<file path="src/rtl/seg_addr_pkg.sv">
package seg_addr_pkg;

    localparam int SEG_W     = 16;
    localparam int OFF_W     = 16;
    localparam int SEG_SHIFT = 4;
    localparam int ADDR_W    = 20;
    localparam int NSEG      = 4;
    localparam int SEL_W     = $clog2(NSEG);
    localparam int CLASS_W   = 3;

    typedef enum logic [SEL_W-1:0] {
        SEG_CODE  = 2'd0,
        SEG_STACK = 2'd1,
        SEG_DATA  = 2'd2,
        SEG_EXTRA = 2'd3
    } seg_id_e;

    typedef enum logic [CLASS_W-1:0] {
        ACC_FETCH   = 3'd0,
        ACC_PUSHPOP = 3'd1,
        ACC_BASED   = 3'd2,
        ACC_DATA_SI = 3'd3,
        ACC_DATA_DI = 3'd4,
        ACC_STR_DST = 3'd5,
        ACC_DATA_EA = 3'd6,
        ACC_DATA_EB = 3'd7
    } acc_class_e;

    typedef enum logic [2:0] {
        OFS_IP,
        OFS_SP,
        OFS_BP,
        OFS_SI,
        OFS_DI,
        OFS_EA
    } ofs_src_e;

    typedef struct packed {
        seg_id_e  seg;
        ofs_src_e ofs;
    } pairing_t;

    typedef enum logic {
        ST_IDLE = 1'b0,
        ST_SHOW = 1'b1
    } gen_state_e;

endpackage

</file>
<file path="src/rtl/seg_bank.sv">
module seg_bank
    import seg_addr_pkg::*;
#(
    parameter int N  = NSEG,
    parameter int W  = SEG_W,
    parameter int SW = SEL_W
) (
    input  logic                clk,
    input  logic                rst_n,
    input  logic                wr_en,
    input  logic [SW-1:0]       wr_sel,
    input  logic [W-1:0]        wr_data,
    output logic [N-1:0][W-1:0] seg_q
);

    for (genvar g = 0; g < N; g++) begin : g_seg
        always_ff @(posedge clk) begin
            if (!rst_n) begin
                seg_q[g] <= '0;
            end else if (wr_en && (wr_sel == SW'(g))) begin
                seg_q[g] <= wr_data;
            end
        end
    end

endmodule

</file>
<file path="src/rtl/seg_pair_sel.sv">
module seg_pair_sel
    import seg_addr_pkg::*;
#(
    parameter int N  = NSEG,
    parameter int SW = SEG_W,
    parameter int OW = OFF_W
) (
    input  acc_class_e          cls,
    input  logic [N-1:0][SW-1:0] segs,
    input  logic [OW-1:0]       ip,
    input  logic [OW-1:0]       sp,
    input  logic [OW-1:0]       bp,
    input  logic [OW-1:0]       si,
    input  logic [OW-1:0]       di,
    input  logic [OW-1:0]       ea,
    output logic [SW-1:0]       seg_val,
    output logic [OW-1:0]       ofs_val
);

    pairing_t pair;

    // Fixed class-to-pairing table
    always_comb begin
        unique case (cls)
            ACC_FETCH:   pair = '{seg: SEG_CODE,  ofs: OFS_IP};
            ACC_PUSHPOP: pair = '{seg: SEG_STACK, ofs: OFS_SP};
            ACC_BASED:   pair = '{seg: SEG_STACK, ofs: OFS_BP};
            ACC_DATA_SI: pair = '{seg: SEG_DATA,  ofs: OFS_SI};
            ACC_DATA_DI: pair = '{seg: SEG_DATA,  ofs: OFS_DI};
            ACC_STR_DST: pair = '{seg: SEG_EXTRA, ofs: OFS_DI};
            ACC_DATA_EA: pair = '{seg: SEG_DATA,  ofs: OFS_EA};
            ACC_DATA_EB: pair = '{seg: SEG_DATA,  ofs: OFS_EA};
            default:     pair = '{seg: SEG_DATA,  ofs: OFS_EA};
        endcase
    end

    assign seg_val = segs[pair.seg];

    always_comb begin
        unique case (pair.ofs)
            OFS_IP:  ofs_val = ip;
            OFS_SP:  ofs_val = sp;
            OFS_BP:  ofs_val = bp;
            OFS_SI:  ofs_val = si;
            OFS_DI:  ofs_val = di;
            OFS_EA:  ofs_val = ea;
            default: ofs_val = ea;
        endcase
    end

endmodule

</file>
<file path="src/rtl/seg_shift_add.sv">
module seg_shift_add
    import seg_addr_pkg::*;
#(
    parameter int SW = SEG_W,
    parameter int OW = OFF_W,
    parameter int SH = SEG_SHIFT,
    parameter int AW = ADDR_W
) (
    input  logic [SW-1:0] seg,
    input  logic [OW-1:0] ofs,
    output logic [AW-1:0] phys
);

    localparam int BASE_W = SW + SH;
    localparam int SUM_W  = ((BASE_W > OW) ? BASE_W : OW) + 1;

    logic [BASE_W-1:0] base;
    logic [SUM_W-1:0]  sum;

    assign base = {seg, {SH{1'b0}}};
    assign sum  = SUM_W'(base) + SUM_W'(ofs);
    // Upper carry discarded: the space wraps
    assign phys = sum[AW-1:0];

endmodule

</file>
<file path="src/rtl/seg_addr_gen.sv">
module seg_addr_gen
    import seg_addr_pkg::*;
(
    input  logic              clk,
    input  logic              rst_n,
    input  logic              seg_wr_en,
    input  logic [SEL_W-1:0]  seg_wr_sel,
    input  logic [SEG_W-1:0]  seg_wr_data,
    input  logic              req,
    input  logic [CLASS_W-1:0] req_class,
    input  logic [OFF_W-1:0]  ip,
    input  logic [OFF_W-1:0]  sp,
    input  logic [OFF_W-1:0]  bp,
    input  logic [OFF_W-1:0]  si,
    input  logic [OFF_W-1:0]  di,
    input  logic [OFF_W-1:0]  ea,
    output logic [ADDR_W-1:0] addr_out,
    output logic              addr_valid
);

    logic [NSEG-1:0][SEG_W-1:0] segs;
    logic [SEG_W-1:0]           seg_val;
    logic [OFF_W-1:0]           ofs_val;
    logic [ADDR_W-1:0]          phys;
    gen_state_e                 state_q, state_d;

    seg_bank #(.N(NSEG), .W(SEG_W), .SW(SEL_W)) u_bank (
        .clk     (clk),
        .rst_n   (rst_n),
        .wr_en   (seg_wr_en),
        .wr_sel  (seg_wr_sel),
        .wr_data (seg_wr_data),
        .seg_q   (segs)
    );

    seg_pair_sel #(.N(NSEG), .SW(SEG_W), .OW(OFF_W)) u_sel (
        .cls     (acc_class_e'(req_class)),
        .segs    (segs),
        .ip      (ip),
        .sp      (sp),
        .bp      (bp),
        .si      (si),
        .di      (di),
        .ea      (ea),
        .seg_val (seg_val),
        .ofs_val (ofs_val)
    );

    seg_shift_add #(.SW(SEG_W), .OW(OFF_W), .SH(SEG_SHIFT), .AW(ADDR_W)) u_add (
        .seg  (seg_val),
        .ofs  (ofs_val),
        .phys (phys)
    );

    // Next-state logic
    always_comb begin
        unique case (state_q)
            ST_IDLE: state_d = req ? ST_SHOW : ST_IDLE;
            ST_SHOW: state_d = req ? ST_SHOW : ST_IDLE;
            default: state_d = ST_IDLE;
        endcase
    end

    // State register
    always_ff @(posedge clk) begin
        if (!rst_n) state_q <= ST_IDLE;
        else        state_q <= state_d;
    end

    // Output register
    always_ff @(posedge clk) begin
        if (!rst_n) begin
            addr_out <= '0;
        end else if (req) begin
            addr_out <= phys;
        end
    end

    assign addr_valid = (state_q == ST_SHOW);

endmodule

</file>
<file path="config.mk">
export PLATFORM = sky130hd
export DESIGN_NAME = seg_addr_gen
export DESIGN_NICKNAME = d
export VERILOG_FILES = /design/src/rtl/seg_addr_pkg.sv /design/src/rtl/seg_bank.sv /design/src/rtl/seg_pair_sel.sv /design/src/rtl/seg_shift_add.sv /design/src/rtl/seg_addr_gen.sv
export SDC_FILE = /design/constraint.sdc
export NUM_CORES = 1
export LEC_CHECK = 0
export BUFFER_PORTS_ARGS = -buffer_cell sky130_fd_sc_hd__buf_2
export CAP_MARGIN = 20
export CORE_MARGIN = 5
export CORE_UTILIZATION = 53
export CTS_CLUSTER_DIAMETER = 120
export CTS_CLUSTER_SIZE = 24
export DETAILED_ROUTE_END_ITERATION = 8
export GPL_TIMING_DRIVEN = 0
export PLACE_DENSITY_LB_ADDON = 0.1
export SLEW_MARGIN = 40
export SYNTH_ARGS = -nofsm -noshare
export SYNTH_HDL_FRONTEND = slang
export SYNTH_HIERARCHICAL = 1
export SYNTH_SLANG_ARGS = --single-unit
</file>
<file path="constraint.sdc">
create_clock -name clk -period 5.05 [get_ports clk]
set_clock_uncertainty 0.1 [all_clocks]
set_input_delay 0 -clock clk [delete_from_list [all_inputs] [get_ports clk]]
set_output_delay 0 -clock clk [all_outputs]
set_load 0.02 [all_outputs]
</file>
==> results of run 1 <==
[worst reg2reg max path, delay by kind of cell, from the launching register on]
kind / cells / cell delay [ns]
AOI/OAI and AO/OA: 4 / 0.84
muxes: 2 / 0.61
buffers and inverters: 1 / 0.55
and+or+nand+nor: 2 / 0.53
adders and majority gates: 1 / 0.38
DFF: 1 / 0.32
[final cells by class]
class                      count  area, µm²
buffer                        42      300.3
clock buffer                   9      123.9
clock inverter                 7      56.30
fill                         756       2985
inverter                       5      18.77
multi-input combinational    375       3094
sequential                    85       1702
tap                          129      161.4
timing repair buffer         158      885.9
[what timing repair did]
item                      4_1_cts  5_1_grt
gates resized for setup         0        0
hold buffers                   19        0
hold endpoints to repair       73        0
[per-layer routing]
layer | wire, µm | GRT usage, % | part of all wire, %
met4 | 112 | 5.681 | 0.80
met2 | 7080 | 44.40 | 51
met3 | 1008 | 5.015 | 7.2
met1 | 5775 | 28.41 | 41
met5 | 0 | 0 | 0
[worst paths after layout]
path                     from                to  slack, ns  cells after the start
max              req_class[1]      addr_out[17]       0.38                     18
min reg2reg   u_bank/seg_q[7]   u_bank/seg_q[7]       0.36                      2
max reg2reg  u_bank/seg_q[24]      addr_out[17]       1.65                     10
min                 seg_wr_en  u_bank/seg_q[48]       0.03                      3
[state kept, by name (all words and copies together), names as in the netlist]
register,cells
u_bank/seg_q,64
addr_valid,1
addr_out,20
[kinds of logic (layout without fill, tap and decap cells)]
family	after synthesis	in the layout	synth area share, %
xor gates and xnor gates	12	12	2.055
DFF	85	85	33.27
buffers and inverters	47	221	6.237
and+or+nand+nor	143	143	13.77
adders and majority gates	15	15	3.816
muxes	136	136	30.97
AOI/OAI and AO/OA	69	69	9.883
[power by group]
part	internal (mW)	switching [mW]
Sequential	0.703	0.0165
Clock	0.185	0.266
Combinational	0.190	0.202
[cell usage in the layout, fill, tap and decap left out, types with 10 or more instances in the layout]
cell type	instances
mux4_2	10
buf_4	10
nand2_1	83
a21oi_1	20
clkbuf_1	15
nor2b_1	22
a22o_1	10
buf_2	145
dlygate4sd3_1	19
dfxtp_1	85
mux2i_1	120
ha_1	14
[metrics by stage]
stage / cells / hold WS (ns)
floorplan: 507 / 0.02817
global placement: 775 / 0.1819
detailed placement: 775 / 0.1874
CTS: 810 / 0.01519
global route: 810 / 0.02350
finish: 810 / 0.02873
==> metrics.md, run 1 <==
| Metric | Value |
|---|---|
| Pwr dens | 246.3 nW/µm² |
| Area growth from synthesis to layout | 24.00% |
| Sequential area share after synthesis | 33.27% |
| Row cnt | 35 |
| Most used cell, CP | buf_2 |
| Die X | 108.2 µm |
| RSZ-0062 raised after global routing | no |
| Io pins | 142 |
| Dominant cell type by area after synthesis | dfxtp_1 |
| Number of post-CTS setup repair buffers | 0 |
| H-tree depth | 3 |
| Crit path kind | input pin to register |
| Top delay family on crit path | buffers and inverters |
| Req. time, crit path | 5.25 ns |
| Count of unique library cells instantiated by Yosys | 50 |
| Layout Nets | 812 |
| CP peak stage delay | 0.55 ns |
| Worst slack, placed | 0.4787 ns |
| Synth top cells by count | mux2i_1 (120), dfxtp_1 (85), nand2_1 (83) |
| CP max-delay cell | mux4_2 |
| Largest net degree at the start of global routing | 17 |
| Post-route setup slack | 0.3806 ns |
| Crit end category | register |
| Dpl hpwl | 10780 µm |
| Async SR Flop Fraction | 0% |
| Vert. Die Dim | 108.2 µm |
| Syn nets | 643 |
| Pleak | 3.113 nW |
| Drt first pass iters | 5 |
| Tmin final | 4.669 ns |
| Final ANT Viol Nets | 0 |
| GPL Wtd Cong | 0.8524 |
| Synth area leaders | dfxtp_1 (33%), mux2i_1 (23%), nand2_1 (6.1%), mux4_2 (4.4%), ha_1 (3.4%) |
| Post-synth top area share | 33.27% |
| Final Power | 1.562 mW |
| Num CTS Buffers | 9 |
| DRT Wirelength | 13980 µm |
| Placed cell area | 5972 µm² |
| Layout cells sized above 1 | 29.07% |
| Initial antenna violation count | 0 |
| HP Class | input pin to register |
| Clock Path Buffers | 2 |
| Period Utilization, post-route | 92.46% |
| Post-DR wirelength/cell | 17.26 µm |
| Total grt overflow | 0 |
| Starting Density | 54.84% |
| Number of port buffers | 139 |
| N_diodes | 0 |
| Primary FF master, synth | dfxtp_1 |
| Rel. slew slack | 55.09% |
| Initial DRC count | 164 |
| Post-Syn Area per Cell | 10.09 µm² |
| Most frequent cell after synthesis | mux2i_1 |
| Synthesis warning total | 6 |
| Status | finished clean |
| Worst Setup Start Kind | input pin |
| Drt drc | 0 |
| Via count | 4438 |
| Vias in the first global route | 4541 |
| Max-cap violations | 0 |
| EDFF count, synth | 0 |
| CTS tree | built |
| Clock Latency Late Sink | 0.35 ns |
| Synthesized area | 5115 µm² |
| WP data arrival | 4.87 ns |
| Hold Fails Final Rpt | 0 |
| Global-route wire length before repair | 22180 µm |
| Cells after Synth | 507 |
| Worst-Margin Slew | 0.6712 ns |
| CTS root buf | clkbuf_8 |
| Total track usage | 24.03% |
| Worst-path fanout max | 10 |
| Final core area utilization | 67.99% |
| Clock sinks | 85 |
| Final setup violation count | 0 |
| Maximum clock rate | 214.2 MHz |
| Crit-path cells | buf_2 -> buf_2 -> buf_2 -> buf_4 -> inv_1 -> ha_1 -> a21oi_4 -> buf_12 -> mux4_2 -> ha_1 -> a21o_1 -> a21o_1 -> a221o_1 -> or4_1 -> o2111ai_1 -> mux2i_1 -> nor2b_1 -> dlygate4sd3_1 |
| Bufs and invs on worst path | 7 |
| Core area | 9328 µm² |
| Maximum VDD drop | 155.9 µV |
| Vias per inst | 5.479 |
| Final Max Slew Viols | 0 |
| Yosys reg bits | 85 |
| Fin area | 6342 µm² |
| Die Area | 11720 µm² |
| Setup tns final | 0 ns |
| Clock-pin slew on the worst setup and hold paths | 0.09 ns |
No activity file was read; power rests on OpenSTA's default activity.
==> run 2: changes to the inputs <==
==> constraint.sdc (replaced) <==
create_clock -name clk -period 5.05 [get_ports clk]
set_clock_uncertainty 0.1 [all_clocks]
set_input_delay 1.515 -clock clk [delete_from_list [all_inputs] [get_ports clk]]
set_output_delay 1.515 -clock clk [all_outputs]
set_load 0.02 [all_outputs]
==> run 2 against run 1 <==
  * Sequential power is essentially flat
  * Routed wire length shrank 1.2%
  * Count of clock-buffer cells in the layout grew 1
  * Critical path depth shrank 2
  * Worst setup slack lost 0.14 ns
  * Hold slack gained 0.33 ns
  * Largest power group unchanged
  * Core utilization shrank 0.71 points
==> metrics.md, run 2 (same netlist as run 1, synthesis figures left out) <==
| Metric | Value |
|---|---|
| Seq. cell area | 1702 µm² (unchanged) |
| Via count | 4381 (-1.3%) |
| Clock Path Buffers | 2 (unchanged) |
| Seq pwr share | 43.5% (-2.6 points) |
| Final ANT Viol Nets | 0 (unchanged) |
| CTS Hold Buffers Added | 0 (-19) |
| CTS root buf | clkbuf_8 |
| R2R Setup Slk | 2.12 ns (+0.47 ns) |
| Max reg flops | 64 (unchanged) |
| Most frequent cells in the layout | buf_2 (143), mux2i_1 (120), dfxtp_1 (85) |
| Dpl hpwl | 10810 µm (+0.31%) |
| Hold Fails Final Rpt | 0 (unchanged) |
| Starting Density | 54.84% (unchanged) |
| Drt first pass iters | 4 (-1) |
| Initial antenna violation count | 0 (unchanged) |
| R2R Path End | addr_out[16] |
| Internal | 1.179 mW (+9.4%) |
| Worst-path fanout max | 28 (+18) |
| Total grt overflow | 0 (unchanged) |
| Period Utilization, post-route | 95.17% (+2.7 points) |
| Global-route wire length before repair | 21870 µm (-1.4%) |
| WP data arrival | 5.00 ns (+0.13 ns) |
| Fin area | 6276 µm² (-1.0%) |
| Final hold slack | 0.3613 ns (+0.3325 ns) |
| Layout Nets | 794 (-2.2%) |
| Clock sinks | 85 (unchanged) |
| Net Sw Frac | 28.81% (-2.2 points) |
| Clock-pin slew on the worst setup and hold paths | 0.09 ns (about the same) |
| Worst slack, placed | -0.5332 ns (-1.012 ns) |
| Core area | 9328 µm² (unchanged) |
| Vert. Die Dim | 108.2 µm (unchanged) |
| Total track usage | 23.65% (-0.38 points) |
| Maximum clock rate | 208.1 MHz (-2.8%) |
| H-tree depth | 3 (unchanged) |
| Final Power | 1.656 mW (+6.0%) |
| Post-route setup slack | 0.2439 ns (-0.1367 ns) |
| Die Area | 11720 µm² (unchanged) |
| Area of the multi-input gates | 3138 µm² (+1.4%) |
| Req. time, crit path | 5.24 ns (about the same) |
| Crit end category | register |
| GPL Wtd Cong | 0.8942 (+4.9%) |
| Setup tns final | 0 ns (unchanged) |
| Hold wc startpoint | u_bank/seg_q[50] |
| Reg2Reg Launch Point | u_bank/seg_q[16] |
| Vias in the first global route | 4481 (-1.3%) |
| Largest reg by FF count | u_bank/seg_q |
| Initial DRC count | 181 (+10%) |
| Max-cap violations | 0 (unchanged) |
| Cell Count, Final, Fillers Out | 792 (-2.2%) |
| Pleak | 3.066 nW (-1.5%) |
| Maximum VDD drop | 191.9 µV (+23%) |
| Num CTS Buffers | 9 (unchanged) |
| Worst hold stages | 2 (-1) |
| CP max-delay cell | mux4_2 |
| Drt drc | 0 (unchanged) |
| Vias per inst | 5.532 (+0.96%) |
| Cell count after placement | 775 (unchanged) |
| Number of port buffers | 139 (unchanged) |
| Layout cells sized above 1 | 30.92% (+1.8 points) |
| Crit-path cells | buf_2 -> buf_12 -> inv_1 -> ha_1 -> a21oi_4 -> buf_12 -> buf_12 -> mux4_2 -> ha_4 -> a21o_1 -> a21o_1 -> a221o_1 -> or4b_1 -> o211ai_1 -> mux2i_1 -> nor2b_1 |
| Share of total power in combinational logic | 23.9% (-1.2 points) |
| Net Sw Power | 0.4771 mW (-1.5%) |
| Clock Power Share | 32.7% (+3.8 points) |
| Placed cell area | 6012 µm² (+0.67%) |
| Crit path kind | input pin to register |
| DRT Wirelength | 13810 µm (-1.2%) |
| Layout fillers | 762 (+0.79%) |
| Pwr dens | 263.9 nW/µm² (+7.1%) |
| Clock Latency Late Sink | 0.35 ns (about the same) |
| Rel. slew slack | 56.65% (+1.6 points) |
| Final Max Slew Viols | 0 (unchanged) |
| HP Class | register to register |
| Most used cell, CP | buf_12 |
| Die X | 108.2 µm (unchanged) |
| Row cnt | 35 (unchanged) |
| Worst Setup Start Kind | input pin |
| Io pins | 142 (unchanged) |
| Final core area utilization | 67.28% (-0.71 points) |
| Worst-Margin Slew | 0.6478 ns (-0.02337 ns) |
| Post-DR wirelength/cell | 17.44 µm (+1.1%) |
| N_diodes | 0 (unchanged) |
| Tmin final | 4.806 ns (+0.1367 ns) |
| Most common cell after layout, fill and taps aside | buf_2 |
| Largest net degree at the start of global routing | 20 (+3) |
| Final setup violation count | 0 (unchanged) |
| Status | finished clean |
| Hold Path End | u_bank/seg_q[50] |
| RSZ-0062 raised after global routing | no |
| R2R depth | 10 (unchanged) |
| Area growth from synthesis to layout | 22.70% |
| CP peak stage delay | 0.56 ns (about the same) |
| CTS tree | built |
-- run 2: layer usage --
metal | up-vias | share of wire [%] | track usage, %
li1 | 2134 | - | -
met1 | 2090 | 42 | 27.56
met2 | 141 | 50 | 43.78
met3 | 16 | 7.2 | 5.075
met4 | 0 | 1.5 | 6.132
met5 | - | 0 | 0
-- run 2: power groups by stage --
stage          Combinational, mW  Clock, mW  Sequential, mW
6_report                   0.395      0.541           0.720
5_1_grt                    0.431      0.587           0.725
4_1_cts                    0.396      0.552           0.720
3_5_place_dp               0.387          0           0.736
3_3_place_gp               0.380          0           0.733
2_1_floorplan              0.245          0           0.751
-- run 2: worst max path at each step --
stage,from,to,cells past startpoint
after CTS,req_class[1],addr_out[19],17
after global routing,req_class[1],addr_out[19],16
after global placement,req_class[1],addr_out[16],17
after floorplan,req_class[1],addr_out[19],16
final,req_class[1],addr_out[19],16
after detailed placement,req_class[1],addr_out[19],16
-- run 2: final cells by class --
cell class / instances / area share [%]
well taps: 129 / 2.572
inverters: 5 / 0.2990
flip-flops and latches: 85 / 27.11
repair buffers: 142 / 11.64
clock buffers: 10 / 2.033
clock inverters: 6 / 1.495
plain buffers: 40 / 4.845
multi-input cells: 375 / 50.00
-- run 2: what timing repair did --
action                     4_1_cts  5_1_grt
resized for setup                1        3
setup buffers                    3        0
pin swaps                        1        1
setup endpoints to repair        3        3
cloned                           0        0
-- run 2: critical path, delay by kind of cell --
family / cells / cell delay (ns)
AND/OR/NAND/NOR: 2 / 0.58
buffers and inverters: 5 / 0.66
AO/OA/AOI/OAI: 5 / 1.01
multiplexers: 2 / 0.66
adder cells (fa/ha/maj): 2 / 0.57
